--- src/rtl/irq_route_pkg.sv ---
`timescale 1ns/1ps
// Shared field widths, codes and record types of the interrupt redirection engine.
package irq_route_pkg;
    parameter int VEC_W  = 8;
    parameter int DEST_W = 8;
    parameter int DM_W   = 3;
    // Delivery mode that takes the vector from the external controller.
    parameter logic [DM_W-1:0] DM_EXTINT = 3'b111;

    // One redirection entry as seen by the logic (remote-pending kept apart).
    typedef struct packed {
        logic [DEST_W-1:0] dest;
        logic [VEC_W-1:0]  vector;
        logic [DM_W-1:0]   dmode;
        logic              dst_mode;
        logic              active_low;
        logic              level;
        logic              mask;
    } redir_t;

    // One outgoing delivery message.
    typedef struct packed {
        logic [DEST_W-1:0] dest;
        logic              dst_mode;
        logic [DM_W-1:0]   dmode;
        logic [VEC_W-1:0]  vector;
        logic              level;
    } dlv_msg_t;
endpackage

--- src/rtl/irq_line_cell.sv ---
`timescale 1ns/1ps
// Per-line request tracking.
// Applies polarity, detects the active transition on the raw input, and
// holds the request bit. Assumes the raw input is already synchronous to clk.
module irq_line_cell (
    input  logic clk,
    input  logic rst_n,
    input  logic raw_in,
    input  logic active_low,
    input  logic level_mode,
    input  logic masked,
    input  logic clr_req,
    output logic req_q
);
    logic raw_q;
    logic edge_hit;

    // Active transition: rising when active high, falling when active low.
    always_comb edge_hit = active_low ? (raw_q & ~raw_in) : (~raw_q & raw_in);

    // Request bit: level follows input; edge sets when unmasked, clears on delivery.
    always_ff @(posedge clk) begin
        if (!rst_n) begin
            raw_q <= 1'b0;
            req_q <= 1'b0;
        end else begin
            raw_q <= raw_in;
            if (level_mode) begin
                req_q <= raw_in ^ active_low;
            end else if (edge_hit && !masked) begin
                req_q <= 1'b1;
            end else if (clr_req) begin
                req_q <= 1'b0;
            end
        end
    end
endmodule

--- src/rtl/irq_entry_table.sv ---
`timescale 1ns/1ps
// Redirection entries and remote-pending flags.
// Writes replace an entry's fields; the remote-pending flag is set on accepted
// level deliveries and cleared by a matching end-of-interrupt broadcast.
// Assumes cfg_idx values at or above NUM_LINES are simply ignored.
module irq_entry_table
    import irq_route_pkg::*;
#(
    parameter int NUM_LINES = 24,
    parameter int IDX_W     = 5
) (
    input  logic                 clk,
    input  logic                 rst_n,
    input  logic                 cfg_we,
    input  logic [IDX_W-1:0]     cfg_idx,
    input  redir_t               cfg_entry,
    input  logic                 set_remote,
    input  logic [IDX_W-1:0]     set_idx,
    input  logic                 eoi_valid,
    input  logic [VEC_W-1:0]     eoi_vector,
    output redir_t               entry_o [NUM_LINES],
    output logic [NUM_LINES-1:0] remote_o
);
    localparam redir_t ENTRY_RST = '{mask: 1'b1, default: '0};

    for (genvar i = 0; i < NUM_LINES; i++) begin : g_ent
        logic hit_w;
        logic hit_set;
        logic hit_eoi;

        // Decode this line's write, delivery and broadcast events.
        always_comb begin
            hit_w   = cfg_we && (cfg_idx == IDX_W'(i));
            hit_set = set_remote && (set_idx == IDX_W'(i));
            hit_eoi = eoi_valid && remote_o[i] && (entry_o[i].vector == eoi_vector);
        end

        // Entry storage: reset to masked, replaced on write.
        always_ff @(posedge clk) begin
            if (!rst_n) begin
                entry_o[i] <= ENTRY_RST;
            end else if (hit_w) begin
                entry_o[i] <= cfg_entry;
            end
        end

        // Remote-pending flag: a new delivery wins over a same-cycle broadcast.
        always_ff @(posedge clk) begin
            if (!rst_n) begin
                remote_o[i] <= 1'b0;
            end else if (hit_set) begin
                remote_o[i] <= 1'b1;
            end else if (hit_eoi) begin
                remote_o[i] <= 1'b0;
            end
        end
    end
endmodule

--- src/rtl/irq_service_scan.sv ---
`timescale 1ns/1ps
// Service scanner.
// Picks the lowest eligible line, latches its message, optionally fetches the
// vector from the external controller, then offers the message until accepted.
// Assumes request and remote-pending updates from a commit are visible one
// cycle later, which is when the scanner next picks.
module irq_service_scan
    import irq_route_pkg::*;
#(
    parameter int NUM_LINES = 24,
    parameter int IDX_W     = 5
) (
    input  logic                 clk,
    input  logic                 rst_n,
    input  redir_t               entry_i [NUM_LINES],
    input  logic [NUM_LINES-1:0] req_i,
    input  logic [NUM_LINES-1:0] remote_i,
    input  logic                 dlv_ready,
    input  logic                 ext_ack,
    input  logic [VEC_W-1:0]     ext_vector,
    output dlv_msg_t             msg_o,
    output logic                 dlv_valid,
    output logic                 ext_req,
    output logic                 commit_o,
    output logic [IDX_W-1:0]     commit_idx_o,
    output logic                 commit_level_o
);
    typedef enum logic [1:0] {SC_PICK, SC_EXT, SC_SEND} scan_st_t;

    scan_st_t             state_q;
    logic [NUM_LINES-1:0] elig;
    logic                 found;
    logic [IDX_W-1:0]     pick;
    logic [IDX_W-1:0]     idx_q;
    dlv_msg_t             msg_q;

    // Eligible lines: requesting, unmasked, and not awaiting end-of-interrupt.
    always_comb begin
        for (int i = 0; i < NUM_LINES; i++) begin
            elig[i] = req_i[i] && !entry_i[i].mask && !(entry_i[i].level && remote_i[i]);
        end
    end

    // Lowest-index priority pick.
    always_comb begin
        found = 1'b0;
        pick  = '0;
        for (int i = NUM_LINES - 1; i >= 0; i--) begin
            if (elig[i]) begin
                found = 1'b1;
                pick  = IDX_W'(i);
            end
        end
    end

    // Scan state machine with message latch.
    always_ff @(posedge clk) begin
        if (!rst_n) begin
            state_q <= SC_PICK;
            idx_q   <= '0;
            msg_q   <= '0;
        end else begin
            case (state_q)
                SC_PICK: begin
                    if (found) begin
                        idx_q          <= pick;
                        msg_q.dest     <= entry_i[pick].dest;
                        msg_q.dst_mode <= entry_i[pick].dst_mode;
                        msg_q.dmode    <= entry_i[pick].dmode;
                        msg_q.vector   <= entry_i[pick].vector;
                        msg_q.level    <= entry_i[pick].level;
                        state_q <= (entry_i[pick].dmode == DM_EXTINT) ? SC_EXT : SC_SEND;
                    end
                end
                SC_EXT: begin
                    if (ext_ack) begin
                        msg_q.vector <= ext_vector;
                        state_q      <= SC_SEND;
                    end
                end
                SC_SEND: begin
                    if (dlv_ready) begin
                        state_q <= SC_PICK;
                    end
                end
                default: state_q <= SC_PICK;
            endcase
        end
    end

    // Port-facing outputs and the commit pulse to the line state.
    always_comb begin
        msg_o          = msg_q;
        dlv_valid      = (state_q == SC_SEND);
        ext_req        = (state_q == SC_EXT);
        commit_o       = (state_q == SC_SEND) && dlv_ready;
        commit_idx_o   = idx_q;
        commit_level_o = msg_q.level;
    end
endmodule

--- src/rtl/irq_route_engine.sv ---
`timescale 1ns/1ps
// Interrupt redirection and delivery engine (top).
// Maps raw lines onto entries (input 0 folded onto entry 2 when REMAP_EN),
// tracks requests per line, and delivers one message at a time.
// Assumes irq_in is synchronous to clk; NUM_LINES >= 3 when REMAP_EN is set.
module irq_route_engine
    import irq_route_pkg::*;
#(
    parameter int NUM_LINES = 24,
    parameter bit REMAP_EN  = 1'b1,
    localparam int IDX_W    = (NUM_LINES > 1) ? $clog2(NUM_LINES) : 1
) (
    input  logic                 clk,
    input  logic                 rst_n,
    input  logic [NUM_LINES-1:0] irq_in,
    input  logic                 cfg_we,
    input  logic [IDX_W-1:0]     cfg_idx,
    input  logic [VEC_W-1:0]     cfg_vector,
    input  logic [DM_W-1:0]      cfg_dlv_mode,
    input  logic                 cfg_dst_mode,
    input  logic [DEST_W-1:0]    cfg_dest,
    input  logic                 cfg_active_low,
    input  logic                 cfg_level,
    input  logic                 cfg_mask,
    input  logic                 eoi_valid,
    input  logic [VEC_W-1:0]     eoi_vector,
    output logic                 dlv_valid,
    input  logic                 dlv_ready,
    output logic [DEST_W-1:0]    dlv_dest,
    output logic                 dlv_dst_mode,
    output logic [DM_W-1:0]      dlv_mode,
    output logic [VEC_W-1:0]     dlv_vector,
    output logic                 dlv_level,
    output logic                 ext_req,
    input  logic                 ext_ack,
    input  logic [VEC_W-1:0]     ext_vector
);
    redir_t               cfg_entry;
    redir_t               entry [NUM_LINES];
    logic [NUM_LINES-1:0] line_raw;
    logic [NUM_LINES-1:0] line_req;
    logic [NUM_LINES-1:0] line_remote;
    dlv_msg_t             msg;
    logic                 commit;
    logic [IDX_W-1:0]     commit_idx;
    logic                 commit_level;

    // Assemble the written entry from the configuration fields.
    always_comb begin
        cfg_entry.dest       = cfg_dest;
        cfg_entry.vector     = cfg_vector;
        cfg_entry.dmode      = cfg_dlv_mode;
        cfg_entry.dst_mode   = cfg_dst_mode;
        cfg_entry.active_low = cfg_active_low;
        cfg_entry.level      = cfg_level;
        cfg_entry.mask       = cfg_mask;
    end

    // Input-to-entry mapping, with the optional fold of input 0 onto entry 2.
    for (genvar i = 0; i < NUM_LINES; i++) begin : g_map
        if (REMAP_EN && i == 0) begin : g_zero
            always_comb line_raw[i] = 1'b0;
        end else if (REMAP_EN && i == 2) begin : g_two
            always_comb line_raw[i] = irq_in[2] | irq_in[0];
        end else begin : g_same
            always_comb line_raw[i] = irq_in[i];
        end
    end

    // One request cell per line.
    for (genvar i = 0; i < NUM_LINES; i++) begin : g_line
        logic clr_i;
        always_comb clr_i = commit && !commit_level && (commit_idx == IDX_W'(i));
        irq_line_cell u_cell (
            .clk        (clk),
            .rst_n      (rst_n),
            .raw_in     (line_raw[i]),
            .active_low (entry[i].active_low),
            .level_mode (entry[i].level),
            .masked     (entry[i].mask),
            .clr_req    (clr_i),
            .req_q      (line_req[i])
        );
    end

    irq_entry_table #(
        .NUM_LINES (NUM_LINES),
        .IDX_W     (IDX_W)
    ) u_table (
        .clk        (clk),
        .rst_n      (rst_n),
        .cfg_we     (cfg_we),
        .cfg_idx    (cfg_idx),
        .cfg_entry  (cfg_entry),
        .set_remote (commit && commit_level),
        .set_idx    (commit_idx),
        .eoi_valid  (eoi_valid),
        .eoi_vector (eoi_vector),
        .entry_o    (entry),
        .remote_o   (line_remote)
    );

    irq_service_scan #(
        .NUM_LINES (NUM_LINES),
        .IDX_W     (IDX_W)
    ) u_scan (
        .clk            (clk),
        .rst_n          (rst_n),
        .entry_i        (entry),
        .req_i          (line_req),
        .remote_i       (line_remote),
        .dlv_ready      (dlv_ready),
        .ext_ack        (ext_ack),
        .ext_vector     (ext_vector),
        .msg_o          (msg),
        .dlv_valid      (dlv_valid),
        .ext_req        (ext_req),
        .commit_o       (commit),
        .commit_idx_o   (commit_idx),
        .commit_level_o (commit_level)
    );

    // Break the message record out onto the ports.
    always_comb begin
        dlv_dest     = msg.dest;
        dlv_dst_mode = msg.dst_mode;
        dlv_mode     = msg.dmode;
        dlv_vector   = msg.vector;
        dlv_level    = msg.level;
    end
endmodule

--- config.mk ---
export PLATFORM = sky130hd
export DESIGN_NAME = irq_route_engine
export DESIGN_NICKNAME = d
export VERILOG_FILES = /design/src/rtl/irq_route_pkg.sv /design/src/rtl/irq_line_cell.sv /design/src/rtl/irq_entry_table.sv /design/src/rtl/irq_service_scan.sv /design/src/rtl/irq_route_engine.sv
export SDC_FILE = /design/constraint.sdc
export NUM_CORES = 2
export LEC_CHECK = 0
export BUFFER_PORTS_ARGS = -buffer_cell sky130_fd_sc_hd__buf_2
export CAP_MARGIN = 5
export CORE_ASPECT_RATIO = 0.9
export CORE_MARGIN = 4
export CORE_UTILIZATION = 37
export CTS_CLUSTER_SIZE = 20
export DETAILED_ROUTE_END_ITERATION = 6
export SYNTH_ARGS = -nofsm -noshare
export SYNTH_HDL_FRONTEND = slang
export SYNTH_SLANG_ARGS = --single-unit
--- constraint.sdc ---
create_clock -name clk -period 3.7 [get_ports clk]
set_input_delay 0.555 -clock clk [delete_from_list [all_inputs] [get_ports clk]]
set_output_delay 0.555 -clock clk [all_outputs]
set_load 0.01 [all_outputs]
==> results.toml <==
[status]
status = "finished clean"

[placement]
placed_cells = 5432
dp_hpwl_um = 90570
portBuffers = 96
gp_congestion = 1.008
dp_slack_ns = 0.1089

[grt]
grt_pass1_vias = 28354
groute.usage.overall = 0.2916
antenna_found_initial = 10
globalRouteOverflowTotal = 0
grt_max_degree = 197
grt_pass1_wl_um = 194400

[power_and_ir_drop]
p_clk_frac = 0.488
power_switching_share = 0.2462
powerDensity_nw_per_um2 = 431.0
irDropWorstVdd_mv = 0.3206
pwr-share-comb = 0.053
p_leak_nw = 12.36
intPower_mw = 11.68
p_seq_frac = 0.460
p_switching_mw = 3.814

[drt]
ant_nets = 0
post_drt_wl_per_cell_um = 24.17
drc = 0
wl_met2_um = 57340
drtPass1Iterations = 5
routed_wl_um = 134600
drtIter0Drc = 4656
top_layer_used = "met5"
vias = 31845
dr_wl_met3_um = 15350
vias_per_cell = 5.720
wl_met1_um = 55910

[worst_hold_path]
hold_path_startpoint = "irq_in[1]"
hold_path_depth = 2
hp-class = "primary input to flop"
min_to = "g_line[1].u_cell.raw_q"

[cells_and_area]
final_cell_count_no_fill = 5567
final_cell_mix = "nand2_1 (1550), a21oi_1 (673), dfxtp_1 (651)"
drive_gt1_frac = 0.1042
layout_commonest_cell = "nand2_1"
nNetsFinal = 4461
final_core_util = 0.4333
syn_to_final_growth_pct = 15.88
fillers = 8506

[sta]
fin_crit_ns = 3.602
slew_viol_final = 0
fin_skew_ns = 0.02524
finalSetupViolCount = 0
whs_ns = 0.1495
clock.fmax_ghz = 0.2776
max_slew.worst_pin.slew_ns = 1.144
fin_ws_ns = 0.09828
fin_crit_sh = 0.9734
max-slew-margin-rel = 0.2346
final_hold_viol_count = 0

[yosys]
syn_inst = 4353
netlist_area_um2 = 31010
synth_edf_count = 0
ys_seq_area_frac = 0.4202
synthArstFlopShare = 0
ys.flop_type = "dfxtp_1"
syn-num-nets = 4427
synth_cell_type_count = 72
syn_area_per_cell_um2 = 7.125
ys_seq_elements = 651
ys.warnings.count = 0

[clocking]
cts_tree = "yes"
clock_path_buffers = 3
cts-buffers-inserted = 73
hold_buffers = 0
clock-sinks = 651
cts.clk_slew.worst_paths_ns = 0.06
cts-root-buf = "clkbuf_16"
clk_latency_ns = 0.64
htreeDepth = 3

[floorplanning]
dieArea_um2 = 88530
die_height_um = 282.7
coreArea_um2 = 82950
rows = 100
initial_core_util = 0.3739
ios = 97
die_w_um = 313.2

[worst_setup_path]
critical_path_class = "flop to flop"
worstPathRequired_ns = 4.28
end_kind = "flop"
critPathTopFamily = "compound AO/OA/AOI/OAI gates"
ff2ff_path_depth = 13
startpoint = "u_table.entry_o[345]"
cp_common_cell = "buf_4"
slowest_delay_ns = 0.49
r2r-end = "u_scan.msg_o[17]"
startpoint_type = "flop"
cp_max_fo = 20
critical_path_arrival_ns = 4.18
cp_num_buf_inv = 3
path_cells = "nand2b_1 > o2bb2ai_1 > o211ai_1 > a31oi_1 > buf_4 > o21a_4 > buf_4 > buf_4 > nand2_1 > nand3_1 > nand3_1 > a311oi_1 > o41a_1"
cpMaxStageDelayCell = "o2bb2ai_1"
r2r-start = "u_table.entry_o[345]"
r2r_setup_slack_ns = 0.1

[job]
max_cap_viol_count = 0
-- metrics by stage --
step / TNS, ns / power, mW / instance area (um^2)
floorplan: 0 / 7.692 / 31010
global placement: 0 / 8.063 / 33440
detailed placement: 0 / 8.064 / 33440
CTS: 0 / 15.51 / 35890
global route: -0.002284 / 15.86 / 35940
finish: 0 / 15.49 / 35940
-- synth_stat cells, drive strengths merged (3+ instances only) --
master | instances | area share
nand2 | 1552 | 0.19
a21oi | 674 | 0.11
dfxtp | 651 | 0.42
clkbuf | 273 | 0.033
nand3 | 226 | 0.036
xor2 | 168 | 0.047
nor2 | 140 | 0.017
o21ai | 91 | 0.015
buf | 66 | 0.011
and3 | 42 | 0.0085
and2 | 35 | 0.0071
a211oi | 32 | 0.0077
nor4 | 32 | 0.0067
nor3 | 30 | 0.0048
mux2i | 28 | 0.0090
nor2b | 28 | 0.0056
o211ai | 28 | 0.0068
inv | 27 | 0.0033
xnor2 | 26 | 0.0073
o41ai | 23 | 0.0065
a31oi | 19 | 0.0038
a311oi | 18 | 0.0051
nand3b | 17 | 0.0041
a32oi | 16 | 0.0045
nand4 | 15 | 0.0030
nand2b | 11 | 0.0022
o22ai | 10 | 0.0020
o41a | 10 | 0.0036
o221ai | 8 | 0.0027
o21a | 7 | 0.0017
a21boi | 5 | 0.0012
a221o | 4 | 0.0013
mux2 | 3 | 0.0011
o311ai | 3 | 0.0013
o31ai | 3 | 0.00073
-- worst max path at each step --
stage | cells past startpoint | endpoint | slack [ns]
2_1_floorplan | 10 | u_scan.msg_o[20] | 1.01
3_3_place_gp | 12 | u_scan.commit_level_o | 0.11
3_5_place_dp | 12 | u_scan.commit_level_o | 0.11
4_1_cts | 11 | u_scan.msg_o[3] | 0.09
5_1_grt | 12 | u_scan.msg_o[9] | -0.002
6_report | 13 | u_scan.msg_o[17] | 0.1
-- power by group through the flow --
stage | clock network (mW) | registers [mW] | logic (mW)
2_1_floorplan | 0 | 7.26 | 0.434
3_3_place_gp | 0 | 7.27 | 0.791
3_5_place_dp | 0 | 7.27 | 0.792
4_1_cts | 7.60 | 7.12 | 0.795
5_1_grt | 7.88 | 7.12 | 0.853
6_report | 7.55 | 7.12 | 0.817
-- routing by layer --
layer  up-vias  global-route usage
met4         4              0.1146
li1      14646                   -
met2      1807              0.4411
met3       327             0.06410
met5         -                   0
met1     15061              0.4059
-- state kept, by name, summed over array words and instances, names as in the netlist --
name                   flops
g_line.u_cell.raw_q       23
g_line.u_cell.req_q       24
u_scan.commit_idx_o        5
u_scan.commit_level_o      1
u_scan.msg_o              20
u_scan.state_q             2
u_table.entry_o          552
u_table.remote_o          24
-- kinds of logic after synthesis --
| logic type | after synthesis | synth area share |
|---|---|---|
| AOI/OAI and AO/OA | 975 | 0.1811 |
| muxes | 33 | 0.01158 |
| buffers and inverters | 366 | 0.04712 |
| DFF | 651 | 0.4202 |
| xor gates and xnor gates | 194 | 0.05478 |
| and+or+nand+nor | 2134 | 0.2852 |
-- repair_timing --
action / CTS / global route
endpoints found under the setup margin: 0 / 3
gates resized for setup: 0 / 5
buffers inserted: 0 / 1
-- area by class of cell --
| cell class | instances | area [um^2] | share of cell area |
|---|---|---|---|
| clock buffers | 111 | 2171 | 0.06040 |
| multi-input cells | 3336 | 16680 | 0.4642 |
| inverters | 27 | 108.9 | 0.003029 |
| diodes | 3 | 7.507 | 0.0002089 |
| clock inverters | 19 | 275.3 | 0.007659 |
| repair buffers | 298 | 2260 | 0.06287 |
| well taps | 1122 | 1404 | 0.03906 |
| flip-flops and latches | 651 | 13030 | 0.3626 |
No activity file was read; power rests on OpenSTA's default activity.
